## src/rtl/keylog_pkg.sv

```systemverilog
package keylog_pkg;
  localparam int BYTE_W  = 8;
  localparam int DUR_W   = 8;
  localparam logic [DUR_W-1:0] DUR_MAX = '1;

  typedef enum logic [1:0] {
    EV_CHANGE   = 2'd0,
    EV_OVERFLOW = 2'd1,
    EV_FINAL    = 2'd2
  } ev_kind_t;
endpackage

```

## src/rtl/keylog_sampler.sv

```systemverilog
module keylog_sampler
  import keylog_pkg::*;
#(
  parameter int NKEYS = 21
) (
  input  logic             clk,
  input  logic             rst,
  input  logic             en,
  input  logic             tick,
  input  logic [NKEYS-1:0] keys,
  output logic             ev_valid,
  output ev_kind_t         ev_kind,
  output logic [NKEYS-1:0] ev_pat,
  output logic [DUR_W-1:0] ev_dur,
  output logic             eod
);
  logic             armed;
  logic [NKEYS-1:0] ref_q;
  logic [DUR_W-1:0] dur_q;

  always_ff @(posedge clk) begin
    if (rst) begin
      armed    <= 1'b0;
      ref_q    <= '0;
      dur_q    <= '0;
      ev_valid <= 1'b0;
      ev_kind  <= EV_CHANGE;
      ev_pat   <= '0;
      ev_dur   <= '0;
      eod      <= 1'b0;
    end else begin
      ev_valid <= 1'b0;
      if (!en) begin
        if (armed) begin
          ev_valid <= 1'b1;
          ev_kind  <= EV_FINAL;
          ev_pat   <= ref_q;
          ev_dur   <= dur_q;
          armed    <= 1'b0;
          eod      <= 1'b1;
        end
      end else begin
        eod <= 1'b0;
        if (tick) begin
          if (!armed) begin
            armed <= 1'b1;
            ref_q <= keys;
            dur_q <= DUR_W'(1);
          end else if (keys != ref_q) begin
            ev_valid <= 1'b1;
            ev_kind  <= EV_CHANGE;
            ev_pat   <= ref_q;
            ev_dur   <= dur_q;
            ref_q    <= keys;
            dur_q    <= DUR_W'(1);
          end else if (dur_q == DUR_MAX) begin
            ev_valid <= 1'b1;
            ev_kind  <= EV_OVERFLOW;
            ev_pat   <= ref_q;
            ev_dur   <= dur_q;
            dur_q    <= DUR_W'(1);
          end else begin
            dur_q <= dur_q + DUR_W'(1);
          end
        end
      end
    end
  end

  AST_DUR_NONZERO: assert property (@(posedge clk) disable iff (rst)
    armed |-> (dur_q != '0));

  AST_FIRST_SILENT: assert property (@(posedge clk) disable iff (rst)
    $rose(armed) |-> !ev_valid);

  AST_FINAL_ON_CLOSE: assert property (@(posedge clk) disable iff (rst)
    $fell(armed) |-> (ev_valid && ev_kind == EV_FINAL && eod));

  AST_IDLE_QUIET: assert property (@(posedge clk) disable iff (rst)
    (!armed && !$past(armed)) |-> !ev_valid);
endmodule

```

## src/rtl/keylog_packer.sv

```systemverilog
module keylog_packer
  import keylog_pkg::*;
#(
  parameter int NKEYS = 21
) (
  input  logic              clk,
  input  logic              rst,
  input  logic              ev_valid,
  input  ev_kind_t          ev_kind,
  input  logic [NKEYS-1:0]  ev_pat,
  input  logic [DUR_W-1:0]  ev_dur,
  output logic              wr_valid,
  output logic [BYTE_W-1:0] wr_data
);
  localparam int PAT_BYTES   = (NKEYS + BYTE_W - 1) / BYTE_W;
  localparam int PAT_W       = PAT_BYTES * BYTE_W;
  localparam int ENTRY_BYTES = PAT_BYTES + 1;
  localparam int SW          = ENTRY_BYTES * BYTE_W;
  localparam int LW          = $clog2(ENTRY_BYTES + 1);

  logic [PAT_W-1:0]  pat_pad;
  logic [DUR_W-1:0]  dur_byte;
  logic [SW-1:0]     sh_q;
  logic [LW-1:0]     left_q;

  generate
    if (PAT_W > NKEYS) begin : g_pad
      assign pat_pad = {{(PAT_W - NKEYS){1'b0}}, ev_pat};
    end else begin : g_exact
      assign pat_pad = ev_pat;
    end
  endgenerate

  assign dur_byte = (ev_kind == EV_OVERFLOW) ? '0 : ev_dur;

  always_ff @(posedge clk) begin
    if (rst) begin
      sh_q   <= '0;
      left_q <= '0;
    end else if (ev_valid) begin
      sh_q   <= {dur_byte, pat_pad};
      left_q <= LW'(ENTRY_BYTES);
    end else if (left_q != '0) begin
      sh_q   <= sh_q >> BYTE_W;
      left_q <= left_q - LW'(1);
    end
  end

  assign wr_valid = (left_q != '0);
  assign wr_data  = sh_q[BYTE_W-1:0];

  AST_NO_EVENT_WHILE_BUSY: assert property (@(posedge clk) disable iff (rst)
    (left_q != '0) |-> !ev_valid);

  AST_ENTRY_LENGTH: assert property (@(posedge clk) disable iff (rst)
    ev_valid |=> (left_q == LW'(ENTRY_BYTES)));
endmodule

```

## src/rtl/keylog_buffer.sv

```systemverilog
module keylog_buffer
  import keylog_pkg::*;
#(
  parameter int DEPTH  = 256,
  parameter int THRESH = 176,
  parameter int AW     = $clog2(DEPTH),
  parameter int CW     = $clog2(DEPTH + 1)
) (
  input  logic              clk,
  input  logic              rst,
  input  logic              wr_valid,
  input  logic [BYTE_W-1:0] wr_data,
  input  logic              flush_ack,
  input  logic [AW-1:0]     rd_addr,
  output logic [BYTE_W-1:0] rd_data,
  output logic [CW-1:0]     fill_count,
  output logic              flush_req,
  output logic              overrun
);
  logic [BYTE_W-1:0] mem [DEPTH];
  logic [CW-1:0]     base;
  logic              room;
  logic              do_wr;
  logic [CW-1:0]     fill_n;
  logic              ovr_n;

  always_comb begin
    base   = flush_ack ? '0 : fill_count;
    room   = (base < CW'(DEPTH));
    do_wr  = wr_valid && room;
    fill_n = base + CW'(do_wr);
    ovr_n  = (flush_ack ? 1'b0 : overrun) | (wr_valid && !room);
  end

  always_ff @(posedge clk) begin
    if (do_wr) mem[base[AW-1:0]] <= wr_data;
    rd_data <= mem[rd_addr];
  end

  always_ff @(posedge clk) begin
    if (rst) begin
      fill_count <= '0;
      flush_req  <= 1'b0;
      overrun    <= 1'b0;
    end else begin
      fill_count <= fill_n;
      flush_req  <= (fill_n >= CW'(THRESH));
      overrun    <= ovr_n;
    end
  end

  AST_FILL_BOUNDED: assert property (@(posedge clk) disable iff (rst)
    fill_count <= CW'(DEPTH));

  AST_OVERRUN_STICKY: assert property (@(posedge clk) disable iff (rst)
    (overrun && !flush_ack) |=> overrun);

  AST_FULL_HOLDS: assert property (@(posedge clk) disable iff (rst)
    (fill_count == CW'(DEPTH) && !flush_ack) |=> (fill_count == CW'(DEPTH)));

  AST_ACK_EMPTIES: assert property (@(posedge clk) disable iff (rst)
    flush_ack |=> (fill_count <= CW'(1) && !overrun));

  AST_FILL_STEP: assert property (@(posedge clk) disable iff (rst)
    (!flush_ack && !wr_valid) |=> $stable(fill_count));
endmodule

```

## src/rtl/keylog_top.sv

```systemverilog
module keylog_top
  import keylog_pkg::*;
#(
  parameter int NKEYS  = 21,
  parameter int DEPTH  = 256,
  parameter int THRESH = 176,
  parameter int AW     = $clog2(DEPTH),
  parameter int CW     = $clog2(DEPTH + 1)
) (
  input  logic              clk,
  input  logic              rst,
  input  logic              en,
  input  logic              tick,
  input  logic [NKEYS-1:0]  keys,
  input  logic              flush_ack,
  input  logic [AW-1:0]     rd_addr,
  output logic [BYTE_W-1:0] rd_data,
  output logic [CW-1:0]     fill_count,
  output logic              flush_req,
  output logic              overrun,
  output logic              end_of_data
);
  logic              ev_valid;
  ev_kind_t          ev_kind;
  logic [NKEYS-1:0]  ev_pat;
  logic [DUR_W-1:0]  ev_dur;
  logic              wr_valid;
  logic [BYTE_W-1:0] wr_data;

  keylog_sampler #(.NKEYS(NKEYS)) u_sampler (
    .clk(clk), .rst(rst), .en(en), .tick(tick), .keys(keys),
    .ev_valid(ev_valid), .ev_kind(ev_kind), .ev_pat(ev_pat),
    .ev_dur(ev_dur), .eod(end_of_data)
  );

  keylog_packer #(.NKEYS(NKEYS)) u_packer (
    .clk(clk), .rst(rst), .ev_valid(ev_valid), .ev_kind(ev_kind),
    .ev_pat(ev_pat), .ev_dur(ev_dur),
    .wr_valid(wr_valid), .wr_data(wr_data)
  );

  keylog_buffer #(.DEPTH(DEPTH), .THRESH(THRESH), .AW(AW), .CW(CW)) u_buffer (
    .clk(clk), .rst(rst), .wr_valid(wr_valid), .wr_data(wr_data),
    .flush_ack(flush_ack), .rd_addr(rd_addr), .rd_data(rd_data),
    .fill_count(fill_count), .flush_req(flush_req), .overrun(overrun)
  );

  AST_RESET_CLEAN: assert property (@(posedge clk)
    $past(rst) |-> (fill_count == '0 && !flush_req && !overrun && !end_of_data));
endmodule

```

## config.mk

```make
export PLATFORM = sky130hd
export DESIGN_NAME = keylog_top
export DESIGN_NICKNAME = d
export VERILOG_FILES = /design/src/rtl/keylog_pkg.sv /design/src/rtl/keylog_sampler.sv /design/src/rtl/keylog_packer.sv /design/src/rtl/keylog_buffer.sv /design/src/rtl/keylog_top.sv
export SDC_FILE = /design/constraint.sdc
export NUM_CORES = 2
export LEC_CHECK = 0
export BUFFER_PORTS_ARGS = -buffer_cell sky130_fd_sc_hd__buf_2
export CAP_MARGIN = 20
export CORE_MARGIN = 10
export CORE_UTILIZATION = 45
export CTS_BUF_LIST = sky130_fd_sc_hd__clkbuf_16
export CTS_CLUSTER_SIZE = 28
export DETAILED_ROUTE_END_ITERATION = 8
export PLACE_DENSITY_LB_ADDON = 0.25
export SLEW_MARGIN = 10
export SYNTH_ARGS = -nofsm -noshare
export SYNTH_HDL_FRONTEND = slang
export SYNTH_SLANG_ARGS = --single-unit
```

## constraint.sdc

```tcl
create_clock -name clk -period 4.7 [get_ports clk]
set_input_delay 0.235 -clock clk [delete_from_list [all_inputs] [get_ports clk]]
set_output_delay 0.235 -clock clk [all_outputs]
set_load 0.005 [all_outputs]
```

=== Word-level counts from Yosys, hierarchy flattened ===
Memory sizes are Yosys's and may differ from the RTL's. A register that Yosys moved wholly into a read port is not among the register bits.
Index checks and enable logic that the tools add are counted.

* Add/subtract/negate cells: 3
* Magnitude comparators: 2
* Equal/unequal tests: 7
* Mux-type cells: 38
* Bitwise logic cells: 2
* Reduce and logical (&&, ||, !) cells: 12

{| class="wikitable"
|+ Operator list
! cell !! count
|-
| $mux W21 || 8
|-
| $mux W8 || 10
|-
| $mux W32 || 2
|-
| $ne A21 B21 Y1 || 1
|-
| $mux W2 || 6
|-
| $add A9 B1 Y9 || 1
|-
| $ge A9 B8 Y1 const B || 1
|-
| $lt A9 B9 Y1 const B || 1
|-
| $mux W1 || 9
|-
| $mux W9 || 1
|-
| $add A8 B1 Y8 const B || 1
|-
| $eq A8 B8 Y1 const B || 1
|-
| $mux W3 || 2
|-
| $reduce_or A2 Y1 || 3
|-
| $ne A2 B1 Y1 const B || 2
|-
| $ne A4 B4 Y1 const B || 1
|-
| $reduce_and A4 Y1 || 1
|-
| $reduce_bool A2 Y1 || 2
|-
| $reduce_and A3 Y1 || 1
|-
| $reduce_bool A3 Y1 || 1
|-
| $sub A3 B1 Y3 const B || 1
|-
| $eq A2 B1 Y1 const B || 1
|-
| $logic_and A1 B1 Y1 || 2
|-
| $ne A2 B2 Y1 const B || 1
|-
| 4 further kinds || 4
|}

* Flip-flop bits (word level): 109
* Memory bits (writable): 2048
* Input bits: 34
* Output and inout bits: 20
* Word-level logic and storage cells: 80
* Memories: 1

{| class="wikitable"
|+ Memories
! name !! depth !! bits a word !! read ports !! clocked after Yosys merged registers in !! wr ports !! line !! RTL
|-
| u_buffer.mem || 256 || 8 || 1 || 1 || 1 || keylog_buffer.sv:20 || <nowiki>logic [BYTE_W-1:0] mem [DEPTH];</nowiki>
|}

=== Longest topological paths before layout ===
* Depth after elaboration: 6
* Depth in mapped cells: 13
* Depth with buffers taken out: 12

=== Modules after synthesis ===
Synthesis repeated with hierarchy kept, for this count alone.

* Cells, all modules: 4288
* Area, all modules: 84546.1 µm²

{| class="wikitable"
|+ Modules (own cells, without submodules)
! module !! instances !! cells each !! area an instance (µm²) !! sequential area each (µm²)
|-
| keylog_buffer || 1 || 3804 || 79880.4 || 61879.3
|-
| keylog_sampler || 1 || 307 || 2954.1 || 1261.2
|-
| keylog_packer || 1 || 177 || 1711.6 || 700.7
|}

=== Worst setup path after synthesis ===
OpenSTA, ideal clock, no wires.

* Path type: reg2reg
* From: register u_packer.sh_q[0]
* To: memory u_buffer.mem[0][0], data pin
* Library setup time: 856 ps
* Arrival time: 3397 ps
* Data required time: 3844 ps
* Path slack: 447 ps
* Stages on the path, launching flop included: 1
* Buffers on the path: 0
* Period minus slack after synthesis: 4253 ps
* Cells stage by stage: dfxtp_1

{| class="wikitable"
|+ RTL lines
! what !! line !! RTL
|-
| start, declared || keylog_packer.sv:23 || <nowiki>logic [SW-1:0] sh_q;</nowiki>
|-
| start signal, assigned || keylog_packer.sv:41 || <nowiki>sh_q <= {dur_byte, pat_pad};</nowiki>
|-
| start signal, assigned || keylog_packer.sv:44 || <nowiki>sh_q <= sh_q >> BYTE_W;</nowiki>
|-
| end, declared || keylog_buffer.sv:20 ||
|}

Straight into the memory's write port.

=== Final worst setup path ===
* From: register u_packer.left_q[0]
* To: memory u_buffer.mem[207][4] (enable)

* Longest elaborated chain between the ends: 4

{| class="wikitable"
|+ RTL lines
! what !! line !! RTL
|-
| start, declared || keylog_packer.sv:24 || <nowiki>logic [LW-1:0] left_q;</nowiki>
|-
| start signal, assigned || keylog_packer.sv:42 || <nowiki>left_q <= LW'(ENTRY_BYTES);</nowiki>
|-
| start signal, assigned || keylog_packer.sv:45 || <nowiki>left_q <= left_q - LW'(1);</nowiki>
|-
| $reduce_bool A3 Y1 || keylog_packer.sv:49 || <nowiki>assign wr_valid = (left_q != '0);</nowiki>
|-
| $logic_and A1 B1 Y1 || keylog_buffer.sv:30 || <nowiki>do_wr = wr_valid && room;</nowiki>
|-
| $mux W1 || keylog_buffer.sv:36 || <nowiki>if (do_wr) mem[base[AW-1:0]] <= wr_data;</nowiki>
|-
| $mux W1 (implied by the code) || keylog_buffer.sv:36 ||
|}

Every way passes these cells.

==> results list <==
- Power spread over the standard cell area amounts to 411 nW/um^2.
* Antenna violations before repair: 5
- On the final layout, the worst clock skew is 0.0355 ns.
- After layout, the worst path uses 82.6% of the clock period.
* CP max stage cell: nor2_1
- Entering global routing, the biggest net connects 197 pins.
* Library cell used as clock root buffer: clkbuf_16
- The finished cells cover 94500 um^2.
- After technology mapping, the gate count stands at 4239.
- Most used flip-flop cell after synthesis: edfxtp_1
- For this run, the top clock speed supported by timing is 257 MHz.
* RSZ-0062 raised after global routing: no
- Floorplan die area: 205000 um^2
- In the routed design, unresolved DRC markers number 0.
* Setup-violating endpoint count in the final report: 0
* Wire length per cell after detailed routing: 29.3 um
* Gr ovfl total: 0
- Number of register bits inferred by synthesis: 2165
- CTS HTree Levels: 4
* Crit path required time: 5.14 ns
- First DRT Iteration DRCs: 4653
* Fill cell count: 14718
* CP Depth: 6
- Across all layers, the routed design uses 41546 vias.
* Die outline height: 453 um
- In this run the worst setup path begins at u_packer.left_q[0].
* Setup Crit Path Kind: reg -> reg
* Routability cong.: 0.823
- The first detailed-routing pass ran for 5 iterations.
- # port buffers: 53
- Post-cts gate resize count: 0
- Critical path cell sequence: inv_1 -> ha_1 -> ha_2 -> a21oi_2 -> nand4_1 -> nor2_1
- The largest single stage delay on the critical path is 0.92 ns.
* Overall track demand over capacity in global routing: 19.8%
- Number of top-level pins: 54
* Static leakage: 0.0302 uW
- Vias in the first global route: 42195
* Commonest cells after routing, fill and taps aside: 2048 x edfxtp_1, 464 x mux4_2, 354 x nor2_1
* Peak VDD IR: 0.324 mV
- For this run, the register share of the synthesized area comes to 75.6%.
- The longest clock path from root to sink contains 3 buffers.
- After routing, the total negative slack on setup checks comes to 0 ns.
- Number of enable flip-flop cells after synthesis: 2048
- Post-synthesis cell type count: 66
- Multi-input gate area in the final layout: 19100 um^2
- The critical path ends at u_buffer.mem[207][4].
- Leading cell type in the layout, fill and taps excluded: edfxtp_1
- After floorplanning, the core was divided into 158 placement rows.
* Biggest area consumer among synthesized cells: edfxtp_1
- The final number of hold-violating endpoints is 0.
* Clock slew seen by the registers of the worst setup and hold paths: 0.06 ns
* Worst relative slew slack: 25.4%
- The detail route stage leaves a number of antenna-violating nets equal to 0.
- The first global-routing pass estimated 300000 um of wire.
- The number of buffers and inverters on the critical path is 1.
* Least-Margin Pin Slew: 1.12 ns
- STA classifies the critical path startpoint as a flop.
- Final count of pins violating max slew: 0
* Share of synthesized flip-flops with an asynchronous set or reset: 0%
* Post-detailed-placement cell area: 87600 um^2
* Nets@finish: 4435
- The mapped netlist covers 84400 um^2.
* Type of the most critical hold path: in -> reg
- The floorplan step set the die width to 453 um.
- Across all setup checks in the final design, the least slack found is 0.816 ns.
- The tool flagged a number of max-cap violations equal to 0.
* TritonCTS clock tree: built
* Gate family responsible for the most delay along the worst path: simple AND/OR/NAND/NOR gates
- In this run the worst path has a maximum fanout of 29.
* Tmin final: 3.88 ns
- Synthesized area divided by synthesized cell count: 19.9 um^2
* Most area-consuming cells after synthesis: edfxtp_1 73%, mux4_2 12%, dfxtp_1 2.8%
* Area grow syn2layout: 11.9%
* Number of synthesis warnings: 0
* Routed WL: 206000 um
- Buffers inserted during clock tree synthesis total 212.
- The number of nets in the synthesized netlist is 4279.
- Worst EP arrival: 4.33 ns
- Proportion of netlist area held by the largest area contributor: 72.9%
- The later pin in the worst-skew pair is clocked with a latency of 0.85 ns.
- Worst R2R Start: u_packer.left_q[0]
- DP HPWL: 125000 um
- Sinks on Clock Net: 2165
- Crit Reg-Reg Endpoint: u_buffer.mem[207][4]
- Run status: complete, no violations
* Via-to-Cell Ratio: 5.89
* Starting utilization of the core area: 45.4%
- Combined flip-flop and latch cell area: 63900 um^2
- Reg-to-reg slack, setup: 0.82 ns
* Core outline area: 186000 um^2
* Dpl ws: 0.828 ns
* Setup crit end kind: flop
- The post-route netlist has 21.1% of its cells at a drive strength greater than 1.
* Worst R2R Path Depth: 6
==> metrics by stage <==
step | instances | util [%] | total power (uW) | hold slack, ns
2_1_floorplan | 4239 | - | 22500 | 0.314
3_3_place_gp | 6627 | 47.1 | 23200 | 0.455
3_5_place_dp | 6627 | 47.1 | 23200 | 0.462
4_1_cts | 7044 | 50.8 | 39100 | 0.0977
5_1_grt | 7047 | 50.8 | 39900 | 0.144
6_report | 7050 | 50.8 | 38800 | 0.171
==> how the worst min path moves through the flow <==
stage | end | slack [ns] | from | cells past startpoint
floorplan | u_sampler.eod | 0.31 | en | 1
global placement | u_sampler.eod | 0.45 | en | 2
detailed placement | u_sampler.eod | 0.46 | en | 2
CTS | u_sampler.eod | 0.1 | en | 3
global route | u_sampler.eod | 0.14 | en | 3
finish | u_sampler.eod | 0.17 | en | 3
==> flip-flops by register name, indices dropped and copies added, names as in the netlist <==
name and count:
u_buffer.mem 2048, u_buffer.flush_req 1, u_packer.left_q 3, u_buffer.rd_data 8, u_sampler.ref_q 21, u_sampler.ev_dur 8
u_sampler.armed 1, u_packer.sh_q 32, u_sampler.ev_kind 2, u_buffer.fill_count 9, u_sampler.eod 1, u_sampler.ev_pat 21
u_sampler.ev_valid 1, u_buffer.overrun 1, u_sampler.dur_q 8
==> layer usage <==
metal	track usage [%]	wire length (um)	vias to the layer above	share of wire, %
met3	4.25	15100	316	7.3
met5	0	15	-	0.0073
li1	-	-	17733	-
met1	27.4	85900	21995	42
met4	6.01	6290	2	3.0
met2	31.7	99200	1500	48
==> power by group <==
part	leakage (uW)	total, uW	switching [uW]	internal, uW
Clock	0.00339	16000	7070	8930
Sequential	0.0199	20900	70.2	20900
Combinational	0.00687	1850	1100	754
==> area by class of cell <==
cell class	count	share of cell area, %
clock buffers	218	5.77
multi-input cells	1793	20.2
flip-flops and latches	2165	67.6
diodes	3	0.00795
repair buffers	212	1.92
well taps	2480	3.28
inverters	11	0.0437
clock inverters	168	1.13
==> cells in the mapped netlist (12+ instances only) <==
cell type / number
nand2_1: 60
a22oi_1: 97
a21oi_1: 93
o221ai_1: 40
nor2_1: 357
a22o_1: 17
clkbuf_1: 139
mux2_2: 16
dfxtp_1: 117
buf_1: 22
nand3_1: 29
buf_2: 50
mux2i_1: 228
o21ai_1: 12
nor2b_1: 36
buf_4: 17
nor4_1: 13
a221oi_1: 38
nand4_1: 15
xnor2_1: 22
mux4_2: 464
edfxtp_1: 2048
a211oi_1: 20
nand2b_1: 71
o22ai_1: 30
buf_6: 36
nor3_1: 37
==> worst min-delay path, stage by stage <==
cell	delay, ns
dlygate4sd3_1	0.52
buf_2	0.13
nor3_1	0.05
==> repair_timing <==
action | CTS | global route
endpoints found under the hold margin | 58 | 0
hold buffers | 31 | 0
buffers inserted | 0 | 0
setup endpoints to repair | 0 | 0
==> logic make-up (layout without fill, tap and decap cells) <==
logic type      count (synthesis)  in the layout  synth area share [%]
flops                        2165           2165                  75.6
mux                           708            708                  15.3
xor+xnor                       29             29                 0.301
compound gates                401            401                  3.37
simple gates                  649            649                  3.52
other cells                     0              3                     0
buf+inv                       281            609                  1.79
fa+ha+maj                       6              6                0.0889
Note: power is estimated with default switching activity, not from simulation.
